**src/rtl/xirq_pkg.sv**
```systemverilog
package xirq_pkg;
   localparam int PRIO_W = 2;

   typedef enum logic {
      TRIG_LEVEL = 1'b0,
      TRIG_EDGE  = 1'b1
   } trig_e;

   // one configuration field per pin: {trig, prio}
   typedef struct packed {
      trig_e             trig;
      logic [PRIO_W-1:0] prio;
   } pin_cfg_t;

   localparam int CFG_W = $bits(pin_cfg_t);
endpackage

```
**src/rtl/xirq_sync.sv**
```systemverilog
module xirq_sync #(
   parameter int   STAGES  = 2,
   parameter logic RST_VAL = 1'b1
) (
   input  logic clk,
   input  logic rst,
   input  logic d,
   output logic q
);
   generate
      if (STAGES < 2) begin : g_bad_stages
         $error("xirq_sync needs at least two stages");
      end
   endgenerate

   logic [STAGES-1:0] chain;

   always_ff @(posedge clk) begin
      if (rst) chain <= {STAGES{RST_VAL}};
      else     chain <= {chain[STAGES-2:0], d};
   end

   assign q = chain[STAGES-1];
endmodule

```
**src/rtl/xirq_pin.sv**
```systemverilog
module xirq_pin
   import xirq_pkg::*;
#(
   parameter int SYNC_STAGES = 2
) (
   input  logic     clk,
   input  logic     rst,
   input  logic     pin_n,
   input  pin_cfg_t cfg,
   input  logic     in_service,
   input  logic     done,
   output logic     pend
);
   logic pin_s;
   logic pin_prev;
   logic latch_q;
   logic enabled;
   logic fall;
   logic keep;

   xirq_sync #(.STAGES(SYNC_STAGES), .RST_VAL(1'b1)) sync_i (
      .clk (clk),
      .rst (rst),
      .d   (pin_n),
      .q   (pin_s)
   );

   assign enabled = (cfg.prio != '0);
   assign fall    = pin_prev & ~pin_s;
   // the latch survives a disable only while its request is in service
   assign keep    = (cfg.trig == TRIG_EDGE) && (enabled || in_service);

   always_ff @(posedge clk) begin
      if (rst) begin
         pin_prev <= 1'b1;
         latch_q  <= 1'b0;
      end else begin
         pin_prev <= pin_s;
         if (!keep) latch_q <= 1'b0;
         else       latch_q <= (latch_q & ~done) | (fall & enabled);
      end
   end

   always_comb begin
      if (cfg.trig == TRIG_EDGE) pend = in_service | (enabled & latch_q);
      else                       pend = in_service | (enabled & ~pin_s);
   end
endmodule

```
**src/rtl/xirq_arb.sv**
```systemverilog
module xirq_arb
   import xirq_pkg::*;
#(
   parameter int NPIN  = 2,
   parameter int IDX_W = 1
) (
   input  logic [NPIN-1:0]   cand,
   input  logic [PRIO_W-1:0] prio [NPIN],
   output logic              valid,
   output logic [IDX_W-1:0]  idx,
   output logic [PRIO_W-1:0] level
);
   logic [PRIO_W-1:0] best;

   always_comb begin
      valid = 1'b0;
      idx   = '0;
      best  = '0;
      // walk downwards with >= so the lowest index wins equal codes
      for (int i = NPIN - 1; i >= 0; i--) begin
         if (cand[i] && prio[i] != '0 && prio[i] >= best) begin
            valid = 1'b1;
            idx   = IDX_W'(i);
            best  = prio[i];
         end
      end
      level = valid ? best - 1'b1 : '0;
   end
endmodule

```
**src/rtl/xirq_ctrl.sv**
```systemverilog
module xirq_ctrl
   import xirq_pkg::*;
#(
   parameter int NPIN        = 2,
   parameter int SYNC_STAGES = 2,
   localparam int IDX_W      = (NPIN > 1) ? $clog2(NPIN) : 1
) (
   input  logic                 clk,
   input  logic                 rst,
   input  logic [NPIN-1:0]      irq_n,
   input  logic                 cfg_we,
   input  logic [NPIN*CFG_W-1:0] cfg_wdata,
   input  logic                 vec1_fetch,
   input  logic                 vec2_fetch,
   input  logic                 vec1_discard,
   output logic [NPIN-1:0]      pend,
   output logic                 req_valid,
   output logic [IDX_W-1:0]     req_pin,
   output logic [PRIO_W-1:0]    req_level,
   output logic                 acc_valid,
   output logic [IDX_W-1:0]     acc_pin
);
   generate
      if (NPIN < 1 || NPIN > 16) begin : g_bad_npin
         $error("xirq_ctrl: NPIN out of range");
      end
   endgenerate

   pin_cfg_t          cfg_q [NPIN];
   logic [PRIO_W-1:0] prio_v [NPIN];
   logic [NPIN-1:0]   in_svc;
   logic [NPIN-1:0]   done_v;

   always_ff @(posedge clk) begin
      for (int i = 0; i < NPIN; i++) begin
         if (rst)         cfg_q[i] <= '{trig: TRIG_LEVEL, prio: '0};
         else if (cfg_we) cfg_q[i] <= pin_cfg_t'(cfg_wdata[CFG_W*i +: CFG_W]);
      end
   end

   generate
      for (genvar g = 0; g < NPIN; g++) begin : g_pin
         assign prio_v[g] = cfg_q[g].prio;
         assign in_svc[g] = acc_valid && (acc_pin == IDX_W'(g));
         assign done_v[g] = in_svc[g] && vec2_fetch;

         xirq_pin #(.SYNC_STAGES(SYNC_STAGES)) pin_i (
            .clk        (clk),
            .rst        (rst),
            .pin_n      (irq_n[g]),
            .cfg        (cfg_q[g]),
            .in_service (in_svc[g]),
            .done       (done_v[g]),
            .pend       (pend[g])
         );
      end
   endgenerate

   xirq_arb #(.NPIN(NPIN), .IDX_W(IDX_W)) arb_i (
      .cand  (pend),
      .prio  (prio_v),
      .valid (req_valid),
      .idx   (req_pin),
      .level (req_level)
   );

   always_ff @(posedge clk) begin
      if (rst) begin
         acc_valid <= 1'b0;
         acc_pin   <= '0;
      end else if (acc_valid) begin
         if (vec2_fetch || vec1_discard) acc_valid <= 1'b0;
      end else if (vec1_fetch && req_valid) begin
         acc_valid <= 1'b1;
         acc_pin   <= req_pin;
      end
   end
endmodule

```
**config.mk**
```make
export PLATFORM = sky130hd
export DESIGN_NAME = xirq_ctrl
export DESIGN_NICKNAME = d
export VERILOG_FILES = /design/src/rtl/xirq_pkg.sv /design/src/rtl/xirq_sync.sv /design/src/rtl/xirq_pin.sv /design/src/rtl/xirq_arb.sv /design/src/rtl/xirq_ctrl.sv
export SDC_FILE = /design/constraint.sdc
export NUM_CORES = 1
export LEC_CHECK = 0
export CAP_MARGIN = 0
export CELL_PAD_IN_SITES_DETAIL_PLACEMENT = 0
export CELL_PAD_IN_SITES_GLOBAL_PLACEMENT = 1
export CORE_MARGIN = 10
export CORE_UTILIZATION = 38
export CTS_CLUSTER_SIZE = 20
export DETAILED_ROUTE_END_ITERATION = 7
export PLACE_DENSITY_LB_ADDON = 0.05
export SLEW_MARGIN = 15
export SYNTH_ARGS = -nofsm -noshare
export SYNTH_HDL_FRONTEND = slang
export SYNTH_SLANG_ARGS = --single-unit
```
**constraint.sdc**
```tcl
create_clock -name clk -period 4.7 [get_ports clk]
set_clock_uncertainty 0.15 [all_clocks]
set_input_delay 0.94 -clock clk [delete_from_list [all_inputs] [get_ports clk]]
set_output_delay 0.94 -clock clk [all_outputs]
set_load 0.05 [all_outputs]
```
==> reports/qor.yml, run 1 <==
min_path:
  holdPathEnd: "g_pin[1].pin_i.sync_i.chain[1]"
  hold_path.class: "reg2reg"
  holdCritStartpoint: "g_pin[1].pin_i.sync_i.chain[0]"
  min_path_cells: 1
yosys:
  synth_edf_count: 6
  avgSynthCellArea_um2: 10.4
  synthTopCellsByArea: "dfxtp_1 24%, edfxtp_1 22%, or2_2 6.1%"
  synthArstFlopShare: 0
  ys_types: 32
  yosysSeqAreaShare: 0.461
  synth_top_area_frac: 0.243
  synth-seq-cells: 16
  netlist_area_um2: 825
  synth_warnings: 0
  syn_nets: 95
  yosys.area.top_type: "dfxtp_1"
  synthFlopType: "dfxtp_1"
  netlist_instances: 79
global_route:
  grt_pass1_wl_mm: 2.55
  grtUsageTotal: 0.0738
  grt_max_degree: 14
  grt_overflow_total: 0
  grt_pass1_vias: 607
  antenna_found_initial: 0
critical_path:
  arrival_ps: 2940
  start_kind: "flip-flop"
  crit_fanout: 4
  timing.rr.start: "cfg_q[1][2]"
  cp-end-kind: "output pin"
  r2r-end: "acc_valid"
  reg2regPathDepth: 8
  critPathKind: "reg2out"
  crit_start: "cfg_q[1][2]"
  rrSetupSlack_ps: 2520
  worstPathRequired_ps: 3610
clocking:
  insertion_delay_ps: 280
  cts_hold_buffers: 0
  cts_resized: 0
  cts.reportedPaths.clkPinSlew_ps: 80
  clkSinkCount: 16
  cts_max_level: 1
  cts-root-buf: "clkbuf_4"
  cts_tree: "done"
  postCtsSetupRepairBufs: 0
  cts_inserted_buffers: 3
  clockBufferDepth: 2
power:
  p_leak_nw: 0.419
  switching_power_uw: 97.2
  p_sw_frac: 0.306
  power_density_nw_per_um2: 296
  seqPwrFrac: 0.497
  ir_drop_v: 0.000189
  clkPwrFrac: 0.222
  combPwrFrac: 0.281
  p_int_uw: 221
floorplan:
  rows: 16
  core_um2: 2020
  initial_core_util: 0.408
  die_x_um: 66.6
  ioPinCount: 22
  die-area_um2: 4430
  die_y_um: 66.6
timing:
  max_freq_ghz: 0.248
  rsz0062_at_grt: "false"
  tightestPinTransition_ps: 500
  drv_slew: 0
  finalSetupTns_ps: 0
  hold_violations: 0
  setup_viol_count_final: 0
  finalCritPeriodShare: 0.858
  maxSlewHeadroom: 0.665
  min_period_ps: 4030
cells_and_area:
  diodes: 0
  fillers: 191
  mostFrequentLayoutCells: "21 x clkdlybuf4s50_1, 10 x dfxtp_1, 8 x or2_2"
  areaGrowthSynthToFinish_pct: 30.5
  final_cell_count_no_fill: 128
  final_area_um2: 1080
  drive_above_1_share: 0.178
  final_common_cell: "clkdlybuf4s50_1"
  nets: 118
placed_design:
  gp_congestion: 0.814
  hpwl_mm: 1.38
  port_buffers: 21
  placed_cells: 124
  placed_area_um2: 1050
drt:
  drt.antenna.violating_nets: 0
  firstDrtPassIters: 4
  wire_per_inst_um: 12.6
  num_vias: 618
  avgViaCountPerCell: 4.83
  drtIter0Drc: 28
  drc: 0
  routed_wl_mm: 1.62
flow_run:
  cap_violations: 0
run_status:
  outcome: "completed"
cell families (layout without fill, tap and decap cells):
| logic type | after synthesis | in the layout | share of synthesized area |
|---|---|---|---|
| adders and majority gates | 2 | 2 | 0.0303 |
| muxes | 4 | 4 | 0.0486 |
| AOI/OAI and AO/OA | 11 | 11 | 0.105 |
| DFF | 16 | 16 | 0.461 |
| buffers and inverters | 6 | 28 | 0.0364 |
| and+or+nand+nor | 40 | 40 | 0.319 |
sequential cells by signal, indices dropped and copies added, names as in the netlist:
name / count
g_pin.pin_i.pin_prev: 2
acc_valid: 1
acc_pin: 1
cfg_q: 6
g_pin.pin_i.sync_i.chain: 4
g_pin.pin_i.latch_q: 2
cell type report:
type,instances,area [um2],share of cell area
multi-input cells,57,414,0.385
flip-flops and latches,16,380,0.353
repair buffers,21,210,0.195
well taps,27,33.8,0.0314
clock buffers,3,22.5,0.0209
inverters,3,11.3,0.0105
clock inverters,1,3.75,0.00349
metrics by stage:
step | worst slack [ps] | hold slack (ps) | utilization | power (mW)
finish | 666 | 267 | 0.532 | 0.318
global route | 497 | 281 | 0.532 | 0.334
CTS | 629 | 272 | 0.532 | 0.323
detailed placement | 942 | 249 | 0.519 | 0.252
global placement | 989 | 243 | 0.519 | 0.251
floorplan | 937 | 239 | - | 0.222
Yosys cell counts, types with 2 or more instances:
library cell  count
a21oi_1           2
and2_1            7
buf_4             2
dfxtp_1          10
edfxtp_1          6
ha_1              2
inv_1             3
mux2i_1           4
nand2_1           5
nor2_1            3
nor2b_1           4
nor3b_1           3
o31ai_1           2
or2_2             8
power groups by stage:
stage	Sequential (mW)	Clock, mW	Combinational (mW)
2_1_floorplan	0.163	0	0.0589
3_3_place_gp	0.161	0	0.0898
3_5_place_dp	0.161	0	0.0909
4_1_cts	0.158	0.0739	0.0911
5_1_grt	0.159	0.0785	0.0961
6_report	0.158	0.0705	0.0895
routing by layer:
layer | share of wire | up-vias | global-route usage
met4 | 0.0050 | 0 | 0.0157
met1 | 0.48 | 276 | 0.0819
met2 | 0.43 | 20 | 0.116
met5 | 0 | - | 0
met3 | 0.089 | 2 | 0.0468
li1 | - | 320 | -
worst max-delay path by stage:
stage / endpoint / slack [ps] / depth (start not counted)
after global placement: req_level[1] / 990 / 9
final: req_level[0] / 670 / 9
after floorplan: req_level[0] / 940 / 8
after global routing: req_level[1] / 500 / 9
after CTS: req_level[0] / 630 / 9
after detailed placement: req_level[0] / 940 / 9
worst max-delay path: stages, from the launching register on:
cell	delay [ps]
edfxtp_1	410
nor2b_4	160
o31ai_1	280
and2_1	170
ha_1	230
nor3b_2	250
nor3_4	80
nand2_2	90
mux2i_1	180
clkdlybuf4s50_1	820
(Power assumes the default switching activity.)
==> run 2: changes to the inputs <==
CORE_ASPECT_RATIO = 0.9   (was default)
CTS_CLUSTER_DIAMETER = 40   (was default)
GPL_TIMING_DRIVEN = 0   (was default)
==> reports/qor.yml, run 2 (synthesized netlist as in run 1, its figures left out) <==
run_status:
  outcome: "completed"
timing:
  max_freq_ghz: 0.245
  maxSlewHeadroom: 0.663
  setup_viol_count_final: 0
  hold_violations: 0
  finalSetupTns_ps: 0
  rsz0062_at_grt: "false"
  tightestPinTransition_ps: 503
  min_period_ps: 4090
  finalCritPeriodShare: 0.870
  drv_slew: 0
floorplan:
  initial_core_util: 0.414
  core_um2: 1990
  die-area_um2: 4440
  die_y_um: 64.2
  die_x_um: 69.1
  rows: 15
  ioPinCount: 22
global_route:
  grt_overflow_total: 0
  antenna_found_initial: 0
  grt_max_degree: 11
  grt_pass1_wl_mm: 2.72
  grt_busiest_layer: "met2"
  gr-usage-met2: 0.114
  grt_util_met1: 0.0857
  grt_pass1_vias: 664
  grtUsageTotal: 0.0717
  met3_usage: 0.0201
placed_design:
  hpwl_mm: 1.31
  gp_congestion: 0.758
  placed_area_um2: 1070
  port_buffers: 21
cells_and_area:
  top_regs: "cfg_q (6), g_pin.pin_i.sync_i.chain (4)"
  nets: 121
  areaGrowthSynthToFinish_pct: 32.5
  final_common_cell: "clkdlybuf4s50_1"
  regMostFlops: "cfg_q"
  largest_register_ffs: 6
  drive_above_1_share: 0.192
  diodes: 0
  mostFrequentLayoutCells: "21 x clkdlybuf4s50_1, 10 x dfxtp_1, 8 x or2_2"
  final_area_um2: 1090
clocking:
  postCtsSetupRepairBufs: 0
  clockBufferDepth: 2
  cts.reportedPaths.clkPinSlew_ps: 90
  cts_max_level: 1
  cts_inserted_buffers: 3
  cts_hold_buffers: 0
  insertion_delay_ps: 270
  cts_resized: 0
  cts_tree: "done"
  cts-root-buf: "clkbuf_4"
  clkSinkCount: 16
critical_path:
  start_kind: "flip-flop"
  crit_fanout: 4
  arrival_ps: 3000
  cp-end-kind: "output pin"
  crit_chain: "nor2b_4, o31ai_1, and2_1, ha_1, nor3b_2, nor3_4, nand2_2, mux2i_1, clkdlybuf4s50_1"
  max_stage_delay_ps: 830
  worstPathRequired_ps: 3610
  path_buf_inv: 1
  cp_top_family: "buffers and inverters"
  critPathKind: "reg2out"
  slowest_stage: "clkdlybuf4s50_1"
drt:
  routed_wl_mm: 1.54
  drtIter0Drc: 26
  drt.antenna.violating_nets: 0
  firstDrtPassIters: 4
  drc: 0
  avgViaCountPerCell: 4.73
  num_vias: 610
  wire_per_inst_um: 12.0
power:
  ir_drop_v: 0.000176
  power_uw: 321
  p_leak_nw: 0.431
  power_density_nw_per_um2: 294
min_path:
  hold_path.class: "reg2reg"
flow_run:
  cap_violations: 0
-- run 2: cell count changes in the layout (fill, tap and decap cells not counted) --
| cell | change |
|---|---|
| buf_4 | +2 |
| clkbuf_1 | +2 |
| clkinv_1 | -1 |
-- run 2: worst reg2reg max path, stage by stage, from the launching register on --
cell and delay [ps]:
edfxtp_1 430, nor2b_4 160, o31ai_1 280, and2_1 170, ha_1 230, nor3b_2 250, nor3_4 80, a22oi_1 250
o21ai_1 100
-- run 2: path summary, 6_finish.rpt --
check / start / endpoint / slack [ps] / cells past startpoint
setup / recovery: cfg_q[1][2] / req_level[0] / 610 / 9
hold / removal: g_pin[1].pin_i.sync_i.chain[0] / g_pin[1].pin_i.sync_i.chain[1] / 260 / 1
setup reg to reg: cfg_q[1][2] / acc_valid / 2480 / 8
hold reg to reg: g_pin[1].pin_i.sync_i.chain[0] / g_pin[1].pin_i.sync_i.chain[1] / 260 / 1
-- run 2: per-layer routing --
layer,vias to the layer above,wire [um]
met5,-,0
met3,2,79
li1,326,-
met2,16,696
met1,266,755
met4,0,12
-- run 2: stage by stage --
stage	util	instances	worst slack, ps	hold WS (ps)
2_1_floorplan	-	79	937	239
3_3_place_gp	0.536	125	915	242
3_5_place_dp	0.536	125	895	245
4_1_cts	0.549	129	570	268
5_1_grt	0.549	129	455	299
6_report	0.549	129	613	265
-- run 2: cell type report --
type	count	area, um2
Fill cell	193	897
Multi-Input combinational cell	57	414
Sequential cell	16	380
Timing Repair Buffer	21	210
Tap cell	25	31.3
Clock buffer	4	26.3
Buffer	3	18.8
Inverter	3	11.3
-- run 2: report_power, final --
group / internal [mW] / switching [mW]
Clock: 0.0328 / 0.0383
Combinational: 0.0407 / 0.0506
Sequential: 0.152 / 0.00671
Total: 0.225 / 0.0956
==> run 3: changes to the inputs <==
CTS_CLUSTER_SIZE = default   (was 20)
==> results of run 3 <==
The final DEF is identical to that of run 2; final timing and power are the same.
